==> config.mk <==
export PLATFORM = sky130hd
export DESIGN_NAME = flow_ctl_unit
export DESIGN_NICKNAME = d
export VERILOG_FILES = /design/src/rtl/fcu_pkg.sv /design/src/rtl/fcu_decode.sv /design/src/rtl/fcu_cond.sv /design/src/rtl/flow_ctl_unit.sv
export SDC_FILE = /design/constraint.sdc
export NUM_CORES = 1
export LEC_CHECK = 0
export CORE_ASPECT_RATIO = 0.5
export CORE_MARGIN = 8
export CORE_UTILIZATION = 50
export DETAILED_ROUTE_END_ITERATION = 7
export DONT_BUFFER_PORTS = 1
export PLACE_DENSITY_LB_ADDON = 0.1
export SYNTH_ARGS = -nofsm -noshare
export SYNTH_HDL_FRONTEND = slang
export SYNTH_SLANG_ARGS = --single-unit
==> constraint.sdc <==
create_clock -name clk -period 4.3 [get_ports clk]
set_input_delay 1.075 -clock clk [delete_from_list [all_inputs] [get_ports clk]]
set_output_delay 1.075 -clock clk [all_outputs]
set_load 0.02 [all_outputs]
==> src/rtl/fcu_pkg.sv <==
package fcu_pkg;
    localparam int OPC_W = 5;

    typedef enum logic [2:0] {K_NOP, K_JUMP, K_CALL, K_RET, K_SPLD, K_BAD} kind_e;
    typedef enum logic [2:0] {C_ALWAYS, C_ZSET, C_ZCLR, C_CSET, C_CCLR, C_NEVER} cond_e;
    typedef enum logic [2:0] {ST_FETCH, ST_DECODE, ST_EXEC, ST_RETWAIT, ST_HALT} state_e;

    localparam logic [2:0] STAT_OK   = 3'd0;
    localparam logic [2:0] STAT_EXEC = 3'd1;
    localparam logic [2:0] STAT_DEC  = 3'd2;
    localparam logic [2:0] STAT_INT  = 3'd4;
endpackage

==> src/rtl/fcu_decode.sv <==
module fcu_decode
    import fcu_pkg::*;
(
    input  logic [OPC_W-1:0] opc,
    output kind_e            kind,
    output cond_e            cond
);
    // Low four opcode bits pick the condition, bit 4 selects call over jump
    always_comb begin
        kind = K_BAD;
        cond = C_NEVER;
        if (opc == 5'h00) begin
            kind = K_NOP;
        end else if (opc == 5'h0F) begin
            kind = K_SPLD;
        end else if (opc == 5'h10) begin
            kind = K_RET;
        end else if (opc[3:0] >= 4'h1 && opc[3:0] <= 4'h5) begin
            kind = opc[4] ? K_CALL : K_JUMP;
            case (opc[2:0])
                3'd1:    cond = C_ALWAYS;
                3'd2:    cond = C_ZSET;
                3'd3:    cond = C_ZCLR;
                3'd4:    cond = C_CSET;
                3'd5:    cond = C_CCLR;
                default: cond = C_NEVER;
            endcase
        end
    end
endmodule

==> src/rtl/fcu_cond.sv <==
module fcu_cond
    import fcu_pkg::*;
#(
    parameter int ZBIT = 0,
    parameter int CBIT = 1
) (
    input  cond_e      cond,
    input  logic [1:0] flags,
    output logic       taken
);
    always_comb begin
        unique case (cond)
            C_ALWAYS: taken = 1'b1;
            C_ZSET:   taken = flags[ZBIT];
            C_ZCLR:   taken = !flags[ZBIT];
            C_CSET:   taken = flags[CBIT];
            C_CCLR:   taken = !flags[CBIT];
            default:  taken = 1'b0;
        endcase
    end
endmodule

==> src/rtl/flow_ctl_unit.sv <==
module flow_ctl_unit
    import fcu_pkg::*;
#(
    parameter int AW     = 24,
    parameter int IW     = 32,
    parameter int STRIDE = 6,
    parameter int PC_INC = 4
) (
    input  logic          clk,
    input  logic          rst,
    input  logic          step,
    input  logic [IW-1:0] instr,
    input  logic [1:0]    flags,
    output logic [AW-1:0] stk_addr,
    output logic          stk_we,
    output logic [AW-1:0] stk_wdata,
    input  logic [AW-1:0] stk_rdata,
    output logic [AW-1:0] pc,
    output logic [AW-1:0] sp,
    output logic [1:0]    phase,
    output logic [2:0]    status
);
    localparam int            HI_W       = IW - OPC_W - AW;
    localparam logic [AW-1:0] SP_STEP    = AW'(STRIDE);
    localparam logic [AW-1:0] PC_STEP    = AW'(PC_INC);
    localparam logic [AW-1:0] CALL_LIMIT = {AW{1'b1}} - SP_STEP;

    state_e            state_q, state_d;
    kind_e             kind_q, dec_kind;
    cond_e             cond_q, dec_cond;
    logic [AW-1:0]     pc_q, sp_q, tgt_q;
    logic [HI_W-1:0]   hi_q;
    logic [2:0]        status_q;
    logic              taken, call_ovf, ret_unf, exec_fault;
    logic [2:0]        fault_code;

    fcu_decode u_dec (
        .opc  (instr[AW+OPC_W-1:AW]),
        .kind (dec_kind),
        .cond (dec_cond)
    );

    fcu_cond #(.ZBIT(0), .CBIT(1)) u_cond (
        .cond  (cond_q),
        .flags (flags),
        .taken (taken)
    );

    assign call_ovf   = sp_q > CALL_LIMIT;
    assign ret_unf    = sp_q < SP_STEP;
    assign exec_fault = (kind_q == K_CALL && taken && call_ovf)
                     || (kind_q == K_RET && ret_unf)
                     || (kind_q == K_SPLD && hi_q != '0);
    assign fault_code = (kind_q == K_SPLD) ? STAT_INT : STAT_EXEC;

    // Next-state selection
    always_comb begin
        state_d = state_q;
        unique case (state_q)
            ST_FETCH:   if (step) state_d = ST_DECODE;
            ST_DECODE:  if (step) state_d = (dec_kind == K_BAD) ? ST_HALT : ST_EXEC;
            ST_EXEC: begin
                if (step) begin
                    if (exec_fault)           state_d = ST_HALT;
                    else if (kind_q == K_RET) state_d = ST_RETWAIT;
                    else                      state_d = ST_FETCH;
                end
            end
            ST_RETWAIT: state_d = ST_FETCH;
            ST_HALT:    state_d = ST_HALT;
            default:    state_d = ST_HALT;
        endcase
    end

    // State register
    always_ff @(posedge clk) begin
        if (rst) state_q <= ST_FETCH;
        else     state_q <= state_d;
    end

    // Architectural registers
    always_ff @(posedge clk) begin
        if (rst) begin
            pc_q     <= '0;
            sp_q     <= '0;
            tgt_q    <= '0;
            hi_q     <= '0;
            kind_q   <= K_NOP;
            cond_q   <= C_NEVER;
            status_q <= STAT_OK;
        end else begin
            if (state_q == ST_FETCH && step) pc_q <= pc_q + PC_STEP;
            if (state_q == ST_DECODE && step) begin
                kind_q <= dec_kind;
                cond_q <= dec_cond;
                tgt_q  <= instr[AW-1:0];
                hi_q   <= instr[IW-1:AW+OPC_W];
                if (dec_kind == K_BAD) status_q <= STAT_DEC;
            end
            if (state_q == ST_EXEC && step) begin
                if (exec_fault) begin
                    status_q <= fault_code;
                end else begin
                    case (kind_q)
                        K_JUMP: if (taken) pc_q <= tgt_q;
                        K_CALL: if (taken) begin
                            pc_q <= tgt_q;
                            sp_q <= sp_q + SP_STEP;
                        end
                        K_RET:  sp_q <= sp_q - SP_STEP;
                        K_SPLD: sp_q <= tgt_q;
                        default: ;
                    endcase
                end
            end
            if (state_q == ST_RETWAIT) pc_q <= stk_rdata;
        end
    end

    // Outputs
    always_comb begin
        stk_addr  = (state_q == ST_EXEC && kind_q == K_RET) ? sp_q - SP_STEP : sp_q;
        stk_we    = (state_q == ST_EXEC) && step && (kind_q == K_CALL) && taken && !call_ovf;
        stk_wdata = pc_q;
        pc        = pc_q;
        sp        = sp_q;
        status    = status_q;
        unique case (state_q)
            ST_FETCH:   phase = 2'd0;
            ST_DECODE:  phase = 2'd1;
            ST_EXEC:    phase = 2'd2;
            ST_RETWAIT: phase = 2'd2;
            default:    phase = 2'd3;
        endcase
    end
endmodule

# Yosys cells after proc, flatten, opt, wreduce, memory -nomap -nowiden
# Cells that the tools add are included.
# totals
output_inout_bits	102
word_cells	98
reg_bits	87
inputBits	61
# op_classes
mux	33
eq_ne	23
n_reduce_logical	26
order_cmp	4
n_bitwise	1
addsub	3
# ops
operator	count
24-bit two-way mux	8
24-bit one-hot mux with 3 select lines	1
3-bit two-way mux	18
24-bit by 3-bit adder with 24-bit output, second input constant	2
3-bit by 2-bit == test with 1-bit output, second input constant	8
24-bit > comparator, second input constant	1
24-bit by 3-bit < comparator with 1-bit output, second input constant	1
24-bit by 3-bit subtractor with 24-bit output, second input constant	1
3-bit == test, second input constant	5
3-bit one-hot mux with 5 select lines	1
3-bit by 1-bit == test with 1-bit output, second input constant	4
1-bit logical AND	12
3-bit one-hot mux with 4 select lines	1
2-bit inequality test, second input constant	4
3-bit logical NOT	2
2-bit one-hot mux with 3 select lines	1
3-bit nonzero test	2
5-bit by 4-bit == test with 1-bit output, second input constant	1
5-bit == test, second input constant	1
5-bit logical NOT	1
1-bit one-hot mux with 5 select lines	1
4-bit by 1-bit >= comparator with 1-bit output, second input constant	1
4-bit by 3-bit <= comparator with 1-bit output, second input constant	1
2-bit two-way mux	2
other kinds (6)	10

# Depth between registers and ports, before layout
# Gate-level depths: netlist of run 1.
# logic_depth
depth_word	11
depth_mapped	10
ltp_nobuf	8

# Modules after synthesis
# Synthesis of run 1 repeated with hierarchy kept, for this count alone.
# unflattened
hier_cells	814
area_unflattened_um2	5813.1
# modules_own_cells
module	n_inst	area_per_inst_um2	seq_area_each_um2	cells_each
flow_ctl_unit	1	5667.9	1741.7	789
fcu_decode	1	116.4	0.0	19
fcu_cond	1	28.8	0.0	6

# Worst setup path before layout of run 1
# OpenSTA, ideal clock, no wires.
# synth_timing
path_type	register to output
startpoint	register sp_q[1] (netlist: sp[1])
endpoint	output stk_addr[23]
path_slack_ns	0.971
n_path_buf	0
arrival_ns	2.254
t_required_ns	3.225
stages_incl_launch_ff	8
cell_sequence	dfxtp_1 -> ha_1 -> nor3_1 -> nand3_1 -> or2_1 -> nor3_2 -> nand2_1 -> xnor2_1
# synth_between
elab_chain_cells	2
# synth_lines
element	line_no	source
start: declaration	flow_ctl_unit.sv:31	logic [AW-1:0] pc_q, sp_q, tgt_q;
start signal: assignment	flow_ctl_unit.sv:108	sp_q <= sp_q + SP_STEP;
start signal: assignment	flow_ctl_unit.sv:110	K_RET: sp_q <= sp_q - SP_STEP;
start signal: assignment	flow_ctl_unit.sv:111	K_SPLD: sp_q <= tgt_q;
24-bit by 3-bit subtractor with 24-bit output	flow_ctl_unit.sv:122	stk_addr = (state_q == ST_EXEC && kind_q == K_RET) ? sp_q - SP_STEP : sp_q;
24-bit two-way mux	flow_ctl_unit.sv:122	
end: declaration	flow_ctl_unit.sv:14	output logic [AW-1:0] stk_addr,
# No other way between the ends.

# Worst setup path in the final report of run 1
# Same ends and word-level chain as after synthesis.

==> impl_summary.log, run 1 <==
[metrics] buffers from clock root to sink, at most: 2
[metrics] non-filler instance count after layout: 887
[metrics] pin count of the biggest net entering global routing: 58
[metrics] count of cells resized by post-cts repair: 0
[metrics] main flop type after synthesis: dfxtp_1
[metrics] antenna cells: 0
[metrics] cts-stage hold buffer count: 0
[metrics] switching portion of total power: 0.267
[metrics] Via-to-Cell Ratio: 6.48
[metrics] count of port buffers added during placement: 0
[metrics] clock-pin slew of the registers on the worst-case setup and hold paths: around 60 ps
[metrics] largest area contributor in the synthesized netlist: dfxtp_1
[metrics] CTS Buf Count: 9
[metrics] floorplan core area: 11700 µm²
[metrics] vias after detailed routing: roughly 5.8k
[metrics] number of synthesized register bits: between 80 and 90
[metrics] result of the run: finished, final reports clean
[metrics] final setup violating endpoints: 0
[metrics] proportion of synthesized chip area in sequential cells: 0.295
[metrics] critical path startpoint category: register
[metrics] post-synthesis area per instance: around 7.6 µm²
[metrics] initial core utilization: 0.506
[metrics] Setup TNS: 0 ps
[metrics] max-slew violation total from the final report: 0
[metrics] final weighted congestion of routability-driven global placement: approximately 0.94
[metrics] worst hold margin: 453 ps
[metrics] clock tree from TritonCTS: yes
[metrics] final-layout fill cell count: ~1.2k
[metrics] final clock skew: 12.8 ps
[metrics] cells after synthesis: approximately 780
[metrics] logic depth of the worst register-to-register path: 6
[metrics] drt initial violations: around 740
[metrics] RR Startpoint: sp[3]
[metrics] power density relative to cell area: about 300 nW/µm²
[metrics] top cell type's share of synthesized area: 0.295
[metrics] largest fanout on the critical path: 10
[metrics] Commonest cells post-synth: nand2_1, dfxtp_1, a21oi_1, nor2_1, clkbuf_1
[metrics] CP arrival: about 2800 ps
[metrics] Crit path required time: between 3000 and 4000 ps
[metrics] first-pass GRT wire length: between 30000 and 40000 µm
[metrics] worst hold path cell count: 2
[metrics] internal reg-to-reg setup slack: around 950 ps
[metrics] layout overhead on the synthesized area: 3.05%
[metrics] P_leak: just over 2 nW
[metrics] Die X: roughly 170 µm
[metrics] transition time at the pin with the least slew margin: 1210 ps
[metrics] Yosys cell types: 72
[metrics] Int Pwr: ~1.3 mW
[metrics] number of nets with antenna violations after routing: 0
[metrics] most common cell in the synthesized netlist: nand2_1
[metrics] Max-cap violations: 0
[metrics] net switching power of the design: a little under 500 µW
[metrics] later-pin clock latency in the skew report: roughly 340 ps
[metrics] number of warnings reported in the yosys synthesis log: 0
[metrics] Boundary Pins: about 160
[metrics] global-route congestion overflow total: 0
[metrics] fraction of final layout cells with drive strength greater than 1: 0.0845
[metrics] Syn Nets: between 800 and 900
[metrics] final-stage net count: a little under 800
[metrics] critical path capture point type: output port
[metrics] average detailed-routed wire length per instance: between 20 and 25 µm
[metrics] final cycle utilization of the critical path: 0.904
[metrics] initial antenna violation count: 0
[metrics] Worst VDD drop: 0.163 mV
[metrics] Tot GR Track Use: 0.250
[metrics] Max Freq: 257 MHz
[metrics] largest cells by area after synthesis: dfxtp_1, nand2_1, xnor2_1
[metrics] instance area after placement: between 5000 and 6000 µm²
[metrics] unrepaired setup endpoints after global routing: no
[metrics] HP Class: register to register
[metrics] part of the total power dissipated in the clock network: 0.444
[metrics] placed cell count: a little under 900
[metrics] Cell Area, Synth: 5900 µm²
[metrics] first-pass iteration count of the detailed router: 5
[metrics] number of global-route vias before repair: roughly 5.2k
[metrics] die area: 15700 µm²
[metrics] CTS H-tree lvls: 3
[metrics] Setup Buffers After CTS: 0
[metrics] Period minus WS final: 3890 ps
[metrics] total half-perimeter wirelength after legalization and detailed placement: ~14000 µm
[metrics] post-synthesis async set-or-reset flop share: 0
[metrics] Post-synth EDFFs: 0
[metrics] Crit Reg-Reg Endpoint: pc[8]
[metrics] Std-Cell Rows: 28
[metrics] die boundary height: just over 90 µm
[metrics] Sinks on Clock Net: 87
[metrics] Total Routed Length: about 20000 µm
[metrics] final std cell area, no fill: a little over 6000 µm²
[metrics] portion of total power attributed to combinational logic: 0.074
[metrics] sequential share of power: 0.482
[metrics] hold-critical path endpoint: hi_q[1]
[metrics] Worst slew margin: 0.196
[metrics] crit path kind: register to output port
[metrics] number of hold violations in the final report: 0
[metrics] clock root buffer: clkbuf_16
[metrics] DRC violations left: 0
[metrics] launch instance of the worst min-delay path: hi_q[1]
power by group through the flow:
stage               Combinational [mW]  Clock, mW  Sequential (mW)
global placement                 0.131          0            0.898
finish                           0.135      0.812            0.881
global route                     0.149      0.859            0.885
detailed placement               0.132          0            0.899
CTS                              0.133      0.819            0.880
floorplan                        0.131          0            0.872
through the flow:
stage | worst slack (ps) | total power [mW] | utilization
4_1_cts | 404 | 1.83 | 0.521
6_report | 413 | 1.83 | 0.521
3_5_place_dp | 780 | 1.03 | 0.495
5_1_grt | 209 | 1.89 | 0.521
3_3_place_gp | 870 | 1.03 | 0.495
2_1_floorplan | 971 | 1.00 | -
worst max path at each step:
stage                     cells after the start           end  start  slack (ps)
after floorplan                               7  stk_addr[23]  sp[1]         970
after global placement                        8  stk_addr[23]  sp[1]         870
after detailed placement                      8  stk_addr[23]  sp[1]         780
after CTS                                     8  stk_addr[23]  sp[1]         400
after global routing                          8  stk_addr[23]  sp[1]         210
final                                         8  stk_addr[23]  sp[1]         410
critical path, cell delays in order, from the launching register on:
cell	delay (ps)
dfxtp_1	450
ha_1	320
nor3_1	150
buf_4	170
nand3_1	230
or2_1	360
nor3_2	250
nand2_1	110
xnor2_1	430
metal layers:
layer,global-route usage,wire length (µm)
met4,0.0636,272
met1,0.373,9640
met2,0.349,8270
met5,0,0
met3,0.0611,1990
kinds of logic after synthesis:
logic type / share of synthesized area
AO/OA/AOI/OAI: 0.237
XOR/XNOR: 0.0787
adder cells (fa/ha/maj): 0.00636
buffers and inverters: 0.0884
flip-flops: 0.295
multiplexers: 0.00170
AND/OR/NAND/NOR: 0.292
layout make-up:
class,count,area (µm²),area share
flip-flops and latches,87,1740,0.286
inverters,11,41.3,0.00679
clock inverters,4,55.1,0.00906
clock buffers,12,246,0.0405
repair buffers,19,143,0.0235
well taps,165,206,0.0340
multi-input cells,589,3650,0.600
flip-flops by register name, summed over array words and instances, names as in the netlist:
name     cells
sp          24
state_q      3
kind_q       3
status       3
cond_q       3
hi_q         3
tgt_q       24
pc          24
layout by cell type, fill, tap and decap left out, types with 5 or more instances in the layout:
cell type	n
nor3_1	28
or2_2	7
a221oi_1	9
nand3_1	37
o31ai_1	15
clkbuf_16	9
nor4_1	6
and3_1	15
nand2_1	113
a31oi_1	8
a21oi_1	57
a311o_1	9
and4_1	12
or3_1	5
dfxtp_1	87
o311ai_0	12
a22oi_1	7
a211oi_1	10
and2_1	8
nand4_1	11
a41oi_1	9
xnor2_1	33
inv_1	11
nor2_1	54
buf_4	19
o21ai_0	27
xor2_1	20
(Power assumes the default switching activity.)
==> run 2, diff against run 1 <==
- CORE_ASPECT_RATIO: 0.5 -> 0.9
- PLACE_DENSITY: not set -> 0.64
- PLACE_DENSITY_LB_ADDON: 0.1 -> not set
- SETUP_SLACK_MARGIN: not set -> 0.4
==> impl_summary.log, run 2 (synthesized netlist as in run 1, its figures left out) <==
[metrics] largest fanout on the critical path: 10 (unchanged)
[metrics] floorplan core area: 11500 µm² (-1.6%)
[metrics] crit path kind: register to output port
[metrics] result of the run: finished, final reports clean
[metrics] Die X: 131 µm (-23%)
[metrics] placed cell count: 859 (-1.4%)
[metrics] Sinks on Clock Net: 87 (unchanged)
[metrics] first-pass GRT wire length: 30800 µm (-0.67%)
[metrics] Via-to-Cell Ratio: 6.60 (+1.8%)
[metrics] critical path startpoint category: register
[metrics] portion of total power attributed to combinational logic: 0.072 (-0.002)
[metrics] P_leak: 2.11 nW (+3.2%)
[metrics] most frequent standard cell in the layout excluding fill and tap cells: nand2_1
[metrics] switching portion of total power: 0.262 (-0.00496)
[metrics] sequential share of power: 0.469 (-0.013)
[metrics] first-pass iteration count of the detailed router: 5 (unchanged)
[metrics] global-route congestion overflow total: 0 (unchanged)
[metrics] Worst VDD drop: 0.286 mV (+76%)
[metrics] total half-perimeter wirelength after legalization and detailed placement: 14500 µm (+2.2%)
[metrics] final cycle utilization of the critical path: 0.884 (-0.0198)
[metrics] critical path capture point type: output port
[metrics] core utilization of the finished layout: 0.536 (+0.0146)
[metrics] layout overhead on the synthesized area: 4.26%
[metrics] final clock skew: 12.5 ps (-0.345 ps)
[metrics] Boundary Pins: 163 (unchanged)
[metrics] number of nets with antenna violations after routing: 0 (unchanged)
[metrics] Std-Cell Rows: 37 (+32%)
[metrics] pin count of the biggest net entering global routing: 58 (unchanged)
[metrics] net switching power of the design: 491 µW (+0.57%)
[metrics] CP cell instances: ha_2 > nor3_4 > nand3_2 > or2_1 > nor3_2 > xor2_1
[metrics] CP arrival: 2730 ps (-80 ps)
[metrics] Int Pwr: 1.38 mW (+3.2%)
[metrics] power density relative to cell area: 305 nW/µm² (+1.3%)
[metrics] non-filler instance count after layout: 879 (-0.90%)
[metrics] CTS H-tree lvls: 3 (unchanged)
[metrics] Setup TNS: 0 ps (unchanged)
[metrics] max-slew violation total from the final report: 0 (unchanged)
[metrics] average detailed-routed wire length per instance: 23.2 µm (+2.0%)
[metrics] drt initial violations: 672 (-9.6%)
[metrics] unrepaired setup endpoints after global routing: no
[metrics] vias after detailed routing: 5800 (+0.83%)
[metrics] Total Routed Length: 20400 µm (+1.1%)
[metrics] later-pin clock latency in the skew report: 350 ps (about the same)
[metrics] commonest non-fill, non-tap cells in the layout: nand2_1, dfxtp_1, a21oi_1
[metrics] fraction of final layout cells with drive strength greater than 1: 0.0982 (+0.0137)
[metrics] final setup violating endpoints: 0 (unchanged)
[metrics] clock root buffer: clkbuf_16
[metrics] final-layout fill cell count: 1172 (+1.6%)
[metrics] Max-cap violations: 0 (unchanged)
[metrics] CP delay by family, top: simple AND/OR/NAND/NOR gates
[metrics] die boundary height: 119 µm (+28%)
[metrics] highest cell delay on the worst timing path: 480 ps (+30 ps)
[metrics] initial core utilization: 0.514 (+0.00816)
[metrics] instance area after placement: 5740 µm² (-0.58%)
[metrics] final-stage net count: 782 (+0.13%)
[metrics] Buffers & Inverters on Critical Path: 0 (-1)
[metrics] Crit path required time: 3220 ps (about the same)
[metrics] antenna cells: 0 (unchanged)
[metrics] DRC violations left: 0 (unchanged)
[metrics] initial antenna violation count: 0 (unchanged)
[metrics] number of global-route vias before repair: 5459 (+5.3%)
[metrics] worst hold margin: 454 ps (+1.10 ps)
[metrics] slowest cell on the critical path: dfxtp_1
[metrics] CTS Buf Count: 9 (unchanged)
[metrics] clock-pin slew of the registers on the worst-case setup and hold paths: 70 ps (about the same)
[metrics] final weighted congestion of routability-driven global placement: 0.937 (-0.30%)
[metrics] buffers from clock root to sink, at most: 2 (unchanged)
[metrics] Max Freq: 263 MHz (+2.2%)
[metrics] Period minus WS final: 3800 ps (-85.2 ps)
[metrics] clock tree from TritonCTS: yes
[metrics] final std cell area, no fill: 6150 µm² (+1.2%)
[metrics] transition time at the pin with the least slew margin: 1130 ps (-78.3 ps)
[metrics] Tot GR Track Use: 0.253 (+0.00239)
[metrics] HP Class: register to register
[metrics] number of hold violations in the final report: 0 (unchanged)
[metrics] die area: 15500 µm² (-1.3%)
[metrics] Worst slew margin: 0.248 (+0.0522)
[metrics] count of port buffers added during placement: 0 (unchanged)
[metrics] part of the total power dissipated in the clock network: 0.459 (+0.015)
-- run 2: power groups by stage --
stage	Sequential, mW	Clock (mW)	Combinational, mW
after global routing	0.881	0.900	0.148
after floorplan	0.872	0	0.131
after CTS	0.878	0.867	0.132
final	0.878	0.860	0.135
after detailed placement	0.896	0	0.131
after global placement	0.895	0	0.128
-- run 2: worst paths after layout --
check,from,to,slack [ps],cells past startpoint
setup / recovery,sp[1],stk_addr[19],500,6
hold / removal,hi_q[0],hi_q[0],450,2
setup reg to reg,sp[10],pc[13],900,7
hold reg to reg,hi_q[0],hi_q[0],450,2
-- run 2: stage by stage --
stage | setup slack [ps] | total power, mW
3_5_place_dp | 339 | 1.03
2_1_floorplan | 971 | 1.00
5_1_grt | 421 | 1.93
4_1_cts | 400 | 1.88
3_3_place_gp | 521 | 1.02
6_report | 499 | 1.87
-- run 2: tightest hold or removal path: cells and delay by family (launching register included) --
family	cells	cell delay [ps]
AO/OA/AOI/OAI	1	50
AND/OR/NAND/NOR	1	50
flip-flops	1	310
-- run 2: per-layer routing --
| layer | track usage | wire length, µm | up-vias |
|---|---|---|---|
| met2 | 0.385 | 9150 | 310 |
| met3 | 0.0803 | 2100 | 31 |
| li1 | - | - | 2690 |
| met1 | 0.324 | 8630 | 2769 |
| met4 | 0.0982 | 518 | 0 |
| met5 | 0 | 0 | - |
-- run 2: cell type report --
cell class                 instances  area, µm²  share of cell area
clock buffer                      11        233              0.0378
clock inverter                     5       81.3              0.0132
inverter                          11       41.3             0.00671
multi-input combinational        589       3710               0.603
sequential                        87       1740               0.283
tap                              156        195              0.0317
timing repair buffer              20        150              0.0244
-- run 2: what timing repair did --
| item | 4_1_cts | 5_1_grt |
|---|---|---|
| setup buffers | 0 | 4 |
| pin swaps | 0 | 1 |
| setup endpoints to repair | 8 | 8 |
| resized for setup | 4 | 6 |
| endpoints found under the hold margin | 0 | 0 |
| hold buffers | 0 | 0 |
==> run 3, diff against run 2 <==
- CTS_CLUSTER_DIAMETER: not set -> 120
- PLACE_DENSITY: 0.64 -> 0.73
==> impl_summary.log, run 3 (synthesized netlist as in run 1, its figures left out) <==
[metrics] first-pass iteration count of the detailed router: 5 (unchanged)
[metrics] first-pass GRT wire length: 31500 µm (+2.2%)
[metrics] die area: 15500 µm² (unchanged)
[metrics] crit path kind: register to output port
[metrics] average detailed-routed wire length per instance: 22.8 µm (-1.8%)
[metrics] CP cell instances: or4_1 > nor4_4 > buf_4 > and2_1 > nand2_1 > xnor2_1 > buf_4
[metrics] fraction of final layout cells with drive strength greater than 1: 0.112 (+0.0140)
[metrics] count of port buffers added during placement: 0 (unchanged)
[metrics] Max-cap violations: 0 (unchanged)
[metrics] Total Routed Length: 20200 µm (-0.94%)
[metrics] unrepaired setup endpoints after global routing: no
[metrics] power density relative to cell area: 297 nW/µm² (-2.5%)
[metrics] drt initial violations: 660 (-1.8%)
[metrics] pin count of the biggest net entering global routing: 58 (unchanged)
[metrics] clock root buffer: clkbuf_16
[metrics] layout overhead on the synthesized area: 4.98%
[metrics] Sinks on Clock Net: 87 (unchanged)
[metrics] worst hold margin: 464 ps (+9.86 ps)
[metrics] critical path startpoint category: register
[metrics] Via-to-Cell Ratio: 6.71 (+1.7%)
[metrics] final setup violating endpoints: 0 (unchanged)
[metrics] cts-stage hold buffer count: 0 (unchanged)
[metrics] slowest cell on the critical path: or4_1
[metrics] Tot GR Track Use: 0.255 (+0.00185)
[metrics] Max Freq: 267 MHz (+1.5%)
[metrics] vias after detailed routing: 5955 (+2.7%)
[metrics] placed cell count: 868 (+1.0%)
[metrics] number of global-route vias before repair: 5547 (+1.6%)
[metrics] GRT Max-Usage Layer: met2
[metrics] critical path capture point type: output port
[metrics] antenna cells: 0 (unchanged)
[metrics] most frequent standard cell in the layout excluding fill and tap cells: nand2_1
[metrics] max-slew violation total from the final report: 0 (unchanged)
[metrics] final-stage net count: 790 (+1.0%)
[metrics] largest fanout on the critical path: 12 (+2)
[metrics] met1 track demand over resource in global routing: 0.323 (-0.00141)
[metrics] final clock skew: 10.4 ps (-2.11 ps)
[metrics] transition time at the pin with the least slew margin: 1120 ps (-11.2 ps)
[metrics] Die X: 131 µm (unchanged)
[metrics] final weighted congestion of routability-driven global placement: 0.963 (+2.8%)
[metrics] number of nets with antenna violations after routing: 0 (unchanged)
[metrics] non-filler instance count after layout: 887 (+0.91%)
[metrics] clock-pin slew of the registers on the worst-case setup and hold paths: 70 ps (about the same)
[metrics] number of hold violations in the final report: 0 (unchanged)
[metrics] CTS H-tree lvls: 3 (unchanged)
[metrics] CP arrival: 2670 ps (-60 ps)
[metrics] later-pin clock latency in the skew report: 360 ps (about the same)
[metrics] global-route congestion overflow total: 0 (unchanged)
[metrics] Crit path required time: 3220 ps (about the same)
[metrics] die boundary height: 119 µm (unchanged)
[metrics] CTS Buf Count: 9 (unchanged)
[metrics] floorplan core area: 11500 µm² (unchanged)
[metrics] Worst slew margin: 0.256 (+0.00749)
[metrics] buffers from clock root to sink, at most: 2 (unchanged)
[metrics] Period minus WS final: 3750 ps (-56.3 ps)
[metrics] final cycle utilization of the critical path: 0.871 (-0.0131)
[metrics] Std-Cell Rows: 37 (unchanged)
[metrics] Setup TNS: 0 ps (unchanged)
[metrics] Most Frequent Cell on Critical Path: buf_4
[metrics] highest cell delay on the worst timing path: 690 ps (+210 ps)
[metrics] initial core utilization: 0.514 (unchanged)
[metrics] HP Class: register to register
[metrics] commonest non-fill, non-tap cells in the layout: nand2_1, dfxtp_1, a21oi_1
[metrics] DRC violations left: 0 (unchanged)
[metrics] global routing usage on met2: 0.389 (+0.00418)
[metrics] total half-perimeter wirelength after legalization and detailed placement: 14700 µm (+1.0%)
[metrics] P_leak: 2.13 nW (+1.2%)
[metrics] clock tree from TritonCTS: yes
[metrics] M3 GR Usage: 0.0892 (+0.00892)
[metrics] result of the run: finished, final reports clean
[metrics] initial antenna violation count: 0 (unchanged)
[metrics] core utilization of the finished layout: 0.539 (+0.00371)
[metrics] Boundary Pins: 163 (unchanged)
[metrics] Worst VDD drop: 0.300 mV (+4.9%)
[metrics] Pwr Total: 1.84 mW (-1.8%)
run 3: changes by cell type in the layout (fill, tap and decap cells not counted), sizes merged:
cell	previous run	this run
clkinv	1	3
buf	20	28
inv	12	11
bufinv	2	1
run 3: layer usage:
metal  vias up  share of wire
met5         -              0
met4         0          0.030
met3        43           0.11
met2       334           0.45
met1      2858           0.41
li1       2720              -
run 3: layout make-up:
cell class                      count  area (µm²)
Timing Repair Buffer               28         210
Clock inverter                      5        56.3
Tap cell                          156         195
Inverter                           11        41.3
Fill cell                        1150        5290
Clock buffer                       11         253
Sequential cell                    87        1750
Multi-Input combinational cell    589        3690
run 3: where the power goes:
| part | total (mW) | internal [mW] | switching [mW] |
|---|---|---|---|
| clock network | 0.826 | 0.481 | 0.344 |
| registers | 0.877 | 0.827 | 0.0499 |
| logic | 0.137 | 0.0450 | 0.0917 |
run 3: worst paths after layout:
kind | depth (start not counted) | slack [ps] | startpoint | end
min | 2 | 460 | hi_q[0] | hi_q[0]
min reg2reg | 2 | 460 | hi_q[0] | hi_q[0]
max reg2reg | 7 | 1100 | sp[9] | pc[19]
max | 7 | 550 | sp[7] | stk_addr[18]
run 3: critical path: cells and delay by family (launching register included):
family | cells | cell delay (ps)
and+or+nand+nor | 4 | 1280
buffers and inverters | 2 | 360
DFF | 1 | 520
xor gates and xnor gates | 1 | 150
run 3: through the flow:
step           setup slack, ps  cell area [µm²]
2_1_floorplan              971             5900
3_3_place_gp               601             5810
3_5_place_dp               416             5810
4_1_cts                    400             6140
5_1_grt                    416             6190
6_report                   555             6190
run 3: timing repair:
action                                  in CTS  in global routing
resized for setup                            4                  9
pin swaps                                    0                  2
endpoints found under the setup margin       4                  9
buffers inserted                             0                  3
